### src/rtl/inrush_pkg.sv
package inrush_pkg;
   typedef enum logic [1:0] {
      ST_IDLE = 2'd0,
      ST_RAMP = 2'd1,
      ST_FULL = 2'd2
   } sup_state_e;
endpackage

### src/rtl/inrush_sync.sv
module inrush_sync #(
   parameter int STG     = 2,
   parameter bit RST_VAL = 1'b1
) (
   input  logic clk,
   input  logic rst_n,
   input  logic d,
   output logic q
);
   generate
      if (STG == 1) begin : g_single
         logic s_q;
         always_ff @(posedge clk or negedge rst_n) begin
            if (!rst_n) s_q <= RST_VAL;
            else        s_q <= d;
         end
         assign q = s_q;
      end else begin : g_chain
         logic [STG-1:0] sh_q;
         always_ff @(posedge clk or negedge rst_n) begin
            if (!rst_n) sh_q <= {STG{RST_VAL}};
            else        sh_q <= {sh_q[STG-2:0], d};
         end
         assign q = sh_q[STG-1];
      end
   endgenerate
endmodule

### src/rtl/inrush_debounce.sv
module inrush_debounce #(
   parameter int DEB_CYC = 4
) (
   input  logic clk,
   input  logic rst_n,
   input  logic run,
   input  logic lim,
   output logic done
);
   localparam int RW = (DEB_CYC > 2) ? $clog2(DEB_CYC) : 1;
   localparam logic [RW-1:0] LAST = RW'(DEB_CYC - 1);

   logic [RW-1:0] len_q;

   assign done = run & ~lim & (len_q == LAST);

   always_ff @(posedge clk or negedge rst_n) begin
      if (!rst_n)                  len_q <= '0;
      else if (!run || lim || done) len_q <= '0;
      else                          len_q <= len_q + 1'b1;
   end
endmodule

### src/rtl/inrush_timer.sv
module inrush_timer #(
   parameter int TW = 16
) (
   input  logic          clk,
   input  logic          rst_n,
   input  logic          run,
   input  logic [TW-1:0] limit,
   output logic          expired
);
   logic [TW-1:0] cnt_q;
   logic [TW:0]   cnt_inc;

   assign cnt_inc = {1'b0, cnt_q} + 1'b1;
   assign expired = run & (cnt_inc >= {1'b0, limit});

   always_ff @(posedge clk or negedge rst_n) begin
      if (!rst_n)             cnt_q <= '0;
      else if (!run)          cnt_q <= '0;
      else if (!cnt_inc[TW])  cnt_q <= cnt_inc[TW-1:0];
   end
endmodule

### src/rtl/inrush_thresh.sv
module inrush_thresh #(
   parameter int CW    = 8,
   parameter int SHIFT = 1
) (
   input  logic          clk,
   input  logic          rst_n,
   input  logic          half,
   input  logic [CW-1:0] code_in,
   output logic [CW-1:0] code_out
);
   localparam int WW = CW + SHIFT;

   logic [WW-1:0] wide;
   logic          ovf;
   logic [CW-1:0] scaled;

   assign wide   = {code_in, {SHIFT{1'b0}}};
   assign ovf    = |wide[WW-1:CW];
   assign scaled = ovf ? {CW{1'b1}} : wide[CW-1:0];

   always_ff @(posedge clk or negedge rst_n) begin
      if (!rst_n) code_out <= '0;
      else        code_out <= half ? scaled : code_in;
   end
endmodule

### src/rtl/pwr_inrush_sup.sv
module pwr_inrush_sup
   import inrush_pkg::*;
#(
   parameter int TMO_W       = 16,
   parameter int DEB_CYC     = 4,
   parameter int SYNC_STG    = 2,
   parameter int CODE_W      = 8,
   parameter int SCALE_SHIFT = 1
) (
   input  logic              clk,
   input  logic              rst_n,
   input  logic              cmd_on,
   input  logic              cmd_off,
   input  logic              fault_clr,
   input  logic [TMO_W-1:0]  start_tmo,
   input  logic              at_limit,
   input  logic              sense_half,
   input  logic [CODE_W-1:0] ilim_code,
   output logic              gate_en,
   output logic              gate_full,
   output logic              pgood,
   output logic              start_fault,
   output logic [CODE_W-1:0] thr_code
);
   generate
      if (TMO_W < 2 || TMO_W > 32) begin : g_bad_tmo
         $error("TMO_W must lie in 2..32");
      end
      if (DEB_CYC < 2 || DEB_CYC > 1024) begin : g_bad_deb
         $error("DEB_CYC must lie in 2..1024");
      end
      if (SYNC_STG < 1 || SYNC_STG > 4) begin : g_bad_sync
         $error("SYNC_STG must lie in 1..4");
      end
      if (CODE_W < 2 || SCALE_SHIFT < 1 || SCALE_SHIFT >= CODE_W) begin : g_bad_code
         $error("CODE_W >= 2 and 1 <= SCALE_SHIFT < CODE_W required");
      end
   endgenerate

   sup_state_e st_q, st_d;
   logic       lim_s;
   logic       ramp_run;
   logic       inrush_done;
   logic       tmo_hit;
   logic       flt_set;
   logic       flt_q;
   logic       full_seen_q;

   assign ramp_run = (st_q == ST_RAMP);

   inrush_sync #(.STG(SYNC_STG), .RST_VAL(1'b1)) u_sync (
      .clk(clk), .rst_n(rst_n), .d(at_limit), .q(lim_s)
   );

   inrush_debounce #(.DEB_CYC(DEB_CYC)) u_deb (
      .clk(clk), .rst_n(rst_n), .run(ramp_run), .lim(lim_s), .done(inrush_done)
   );

   inrush_timer #(.TW(TMO_W)) u_tmr (
      .clk(clk), .rst_n(rst_n), .run(ramp_run), .limit(start_tmo), .expired(tmo_hit)
   );

   inrush_thresh #(.CW(CODE_W), .SHIFT(SCALE_SHIFT)) u_thr (
      .clk(clk), .rst_n(rst_n), .half(sense_half), .code_in(ilim_code), .code_out(thr_code)
   );

   always_comb begin
      st_d    = st_q;
      flt_set = 1'b0;
      unique case (st_q)
         ST_IDLE: if (cmd_on && !cmd_off && !flt_q) st_d = ST_RAMP;
         ST_RAMP: begin
            if (cmd_off)          st_d = ST_IDLE;
            else if (inrush_done) st_d = ST_FULL;
            else if (tmo_hit) begin
               st_d    = ST_IDLE;
               flt_set = 1'b1;
            end
         end
         ST_FULL: if (cmd_off) st_d = ST_IDLE;
         default: st_d = ST_IDLE;
      endcase
   end

   always_ff @(posedge clk or negedge rst_n) begin
      if (!rst_n) begin
         st_q        <= ST_IDLE;
         flt_q       <= 1'b0;
         full_seen_q <= 1'b0;
      end else begin
         st_q        <= st_d;
         full_seen_q <= (st_q == ST_FULL);
         if (flt_set)        flt_q <= 1'b1;
         else if (fault_clr) flt_q <= 1'b0;
      end
   end

   assign gate_en     = (st_q != ST_IDLE);
   assign gate_full   = (st_q == ST_FULL);
   assign pgood       = (st_q == ST_FULL) & full_seen_q;
   assign start_fault = flt_q;
endmodule

### config.mk
export PLATFORM = sky130hd
export DESIGN_NAME = pwr_inrush_sup
export DESIGN_NICKNAME = d
export VERILOG_FILES = /design/src/rtl/inrush_pkg.sv /design/src/rtl/inrush_sync.sv /design/src/rtl/inrush_debounce.sv /design/src/rtl/inrush_timer.sv /design/src/rtl/inrush_thresh.sv /design/src/rtl/pwr_inrush_sup.sv
export SDC_FILE = /design/constraint.sdc
export NUM_CORES = 1
export LEC_CHECK = 0
export CAP_MARGIN = 0
export CELL_PAD_IN_SITES_DETAIL_PLACEMENT = 1
export CELL_PAD_IN_SITES_GLOBAL_PLACEMENT = 1
export CORE_ASPECT_RATIO = 0.7
export CORE_MARGIN = 3
export CORE_UTILIZATION = 38
export DETAILED_ROUTE_END_ITERATION = 7
export GPL_TIMING_DRIVEN = 0
export PLACE_DENSITY = 0.83
export SLEW_MARGIN = 20
export SYNTH_ARGS = -nofsm -noshare
export SYNTH_HDL_FRONTEND = slang
export SYNTH_HIERARCHICAL = 1
export SYNTH_SLANG_ARGS = --single-unit
### constraint.sdc
create_clock -name clk -period 4.8 [get_ports clk]
set_clock_uncertainty 0.2 [all_clocks]
set_input_delay 0.48 -clock clk [delete_from_list [all_inputs] [get_ports clk]]
set_output_delay 0.48 -clock clk [all_outputs]
set_load 0.02 [all_outputs]
==> reports/qor.yml <==
power:
  vdd_drop_max_v: 0.000127
  p_int_w: 0.000512
  p_leak_nw: 1.26
  seqPwrFrac: 0.431
  switchingPower_w: 0.000147
  p_per_area_mw_per_mm2: 257
  p_clk_frac: 0.429
  power_frac_comb: 0.140
  swShare: 0.223
critical_path:
  cpMaxStageDelayCell: "or4_4"
  critPathBufInv: 0
  cp.depth: 12
  cp.required_ns: 4.76
  start_kind: "flop"
  slowest_delay_ns: 0.59
  cpMostUsedCell: "ha_1"
  cp-end-kind: "flop"
  crit_chain: "ha_1, nand4_2, or4_4, or2_4, xnor2_1, ha_1, nand3_1, nor3_1, nand4_1, a41oi_1, or3b_1, a211oi_2"
  critPathKind: "flop to flop"
  arrival_ns: 3.81
  cpLargestDelayFamily: "simple AND/OR/NAND/NOR gates"
  ff2ff_path_depth: 12
  critical_path.max_fanout: 5
  r2r_slack_ns: 0.95
sta:
  worstMarginPinSlew_ns: 0.550
  relSlewSlack: 0.633
  setup_slack_ns: 0.947
  max_freq_mhz: 260
  setup_viol: 0
  slew_viol_final: 0
  fin_tns_setup_ns: 0
  finalCritPeriodShare: 0.803
  final_hold_viol_count: 0
  rsz0062_at_grt: "false"
  fin_crit_ns: 3.85
route:
  drt_iter0_drc: 115
  viasPerCell: 5.05
  dr_total_vias: 1587
  wl_mm: 4.79
  drtPass1Iterations: 4
  drc: 0
  wl_per_cell_um: 15.3
  antenna_left: 0
clock_tree:
  cts_buffers: 5
  cts-root-buf: "clkbuf_8"
  cts_tree: "done"
  cts.sinks: 32
  htreeDepth: 2
  cts_resized: 0
  clock_latency_ns: 0.28
  post-cts-setup-buffers: 0
  path_clk_slew_ns: 0.07
  clockBufferDepth: 2
global_route:
  grt_max_degree: 28
  grt_pass1_wl_mm: 8.15
  grt_pass1_vias: 1686
  antenna_found_initial: 0
  grt_use_total: 0.175
  grt.overflow.total: 0
yosys:
  syn_avg_cell_area_sq_um: 9.72
  yosysMostFrequentCell: "inv_1"
  synth_common_cells: "inv_1, dfrtp_1, a21oi_1, ha_1, nor2_1"
  synth.distinct_cells: 45
  yosys_warnings: 6
  synth-seq-area-share: 0.422
  synthCells: 196
  synth_nets: 245
  yosysTopAreaCell: "dfrtp_1"
  syn_area_sq_mm: 0.00190
  synthArstFlopShare: 1.00
  netlist.area_leader.share: 0.394
  ys_ff_latch: 32
  synthTopCellsByArea: "dfrtp_1, ha_1, inv_1"
  synth_enable_flop_cells: 0
  ys.flop_type: "dfrtp_1"
floorplan:
  fp.dieArea_sq_mm: 0.00591
  row_count: 20
  start_util: 0.416
  die_w_um: 90.6
  core-area_sq_mm: 0.00458
  num_io_pins: 43
  die_y_um: 65.2
cells_and_area:
  diodes: 0
  finalNetCount: 296
  layout-drive-gt1-share: 0.0968
  final_util: 0.559
  stdcell_count: 314
  area_growth_syn_to_layout_pct: 34.4
  fillers: 526
min_path:
  hold_class: "flop to flop"
  hold_path_depth: 0
placed_design:
  io_buffer_count: 42
  place_congestion: 0.855
  place_ws_ns: 0.981
  dp.cells: 305
  dp_hpwl_mm: 3.72
outcome:
  status: "finished, final reports clean"
flow_run:
  drv_cap: 0
## final timing paths
path	startpoint	to
min in group asynchronous	rst_n	u_thr/code_out[3]
max in group asynchronous	rst_n	u_sync/g_chain.sh_q[0]
hold reg to reg	u_sync/g_chain.sh_q[0]	u_sync/g_chain.sh_q[1]
setup / recovery	u_tmr/cnt_q[0]	st_q[0]
setup reg to reg	u_tmr/cnt_q[0]	st_q[0]
hold / removal	u_sync/g_chain.sh_q[0]	u_sync/g_chain.sh_q[1]
## metrics by stage
step	cell area [sq um]	hold WS [ns]	power, W
after global placement	2410	0.146	0.000376
after floorplan	1900	-0.0156	0.000326
after global routing	2560	0.159	0.000691
after detailed placement	2420	0.122	0.000380
final	2560	0.155	0.000658
after CTS	2560	0.157	0.000667
## final cells by class
class	instances	area (sq um)	area share
Inverter	32	120	0.0469
Clock buffer	7	96.3	0.0377
Clock inverter	1	30.0	0.0117
Sequential cell	32	803	0.314
Tap cell	66	82.6	0.0323
Timing Repair Buffer	44	445	0.174
Multi-Input combinational cell	129	962	0.376
Buffer	3	18.8	0.00733
## power by group through the flow
stage                     clock [W]  combinational, W  sequential, W
after floorplan                   0         0.0000316       0.000294
after global placement            0         0.0000871       0.000288
after detailed placement          0         0.0000909       0.000289
after CTS                  0.000290         0.0000926       0.000284
after global routing       0.000304          0.000102       0.000285
final                      0.000282         0.0000919       0.000284
## flip-flops by register name, indices dropped and copies added, names as in the netlist
name and cells:
u_deb/len_q 2, st_q 2, u_thr/code_out 8, u_tmr/cnt_q 16, start_fault 1, full_seen_q 1, u_sync/g_chain.sh_q 2
## what timing repair did
| item | in CTS | in global routing |
|---|---|---|
| hold buffers | 1 | 0 |
| endpoints found under the hold margin | 5 | 0 |
| endpoints found under the setup margin | 0 | 0 |
## routing by layer
metal / GRT usage / vias up / share of wire
met3: 0.0561 / 6 / 0.057
met5: 0 / - / 0
li1: - / 771 / -
met4: 0.0592 / 0 / 0.0090
met1: 0.216 / 771 / 0.46
met2: 0.292 / 39 / 0.48
## cell usage in the layout (no fill, tap or decap), types with 3 or more instances in the layout
cell	instances
nand2_1	10
nor3_1	5
clkbuf_8	7
inv_1	31
xnor2_1	9
dfrtp_1	30
ha_1	18
a21oi_1	19
nand3_1	8
clkdlybuf4s50_1	41
nor2_1	12
o22a_1	4
xor2_1	6
nand4_1	3
## logic make-up after synthesis
| family | Yosys count | share of synthesized area |
|---|---|---|
| buffers and inverters | 35 | 0.0729 |
| AO/OA/AOI/OAI | 36 | 0.125 |
| adder cells (fa/ha/maj) | 18 | 0.118 |
| multiplexers | 2 | 0.0131 |
| XOR/XNOR | 15 | 0.0690 |
| flip-flops | 32 | 0.422 |
| AND/OR/NAND/NOR | 58 | 0.179 |
(Power assumes the default switching activity.)
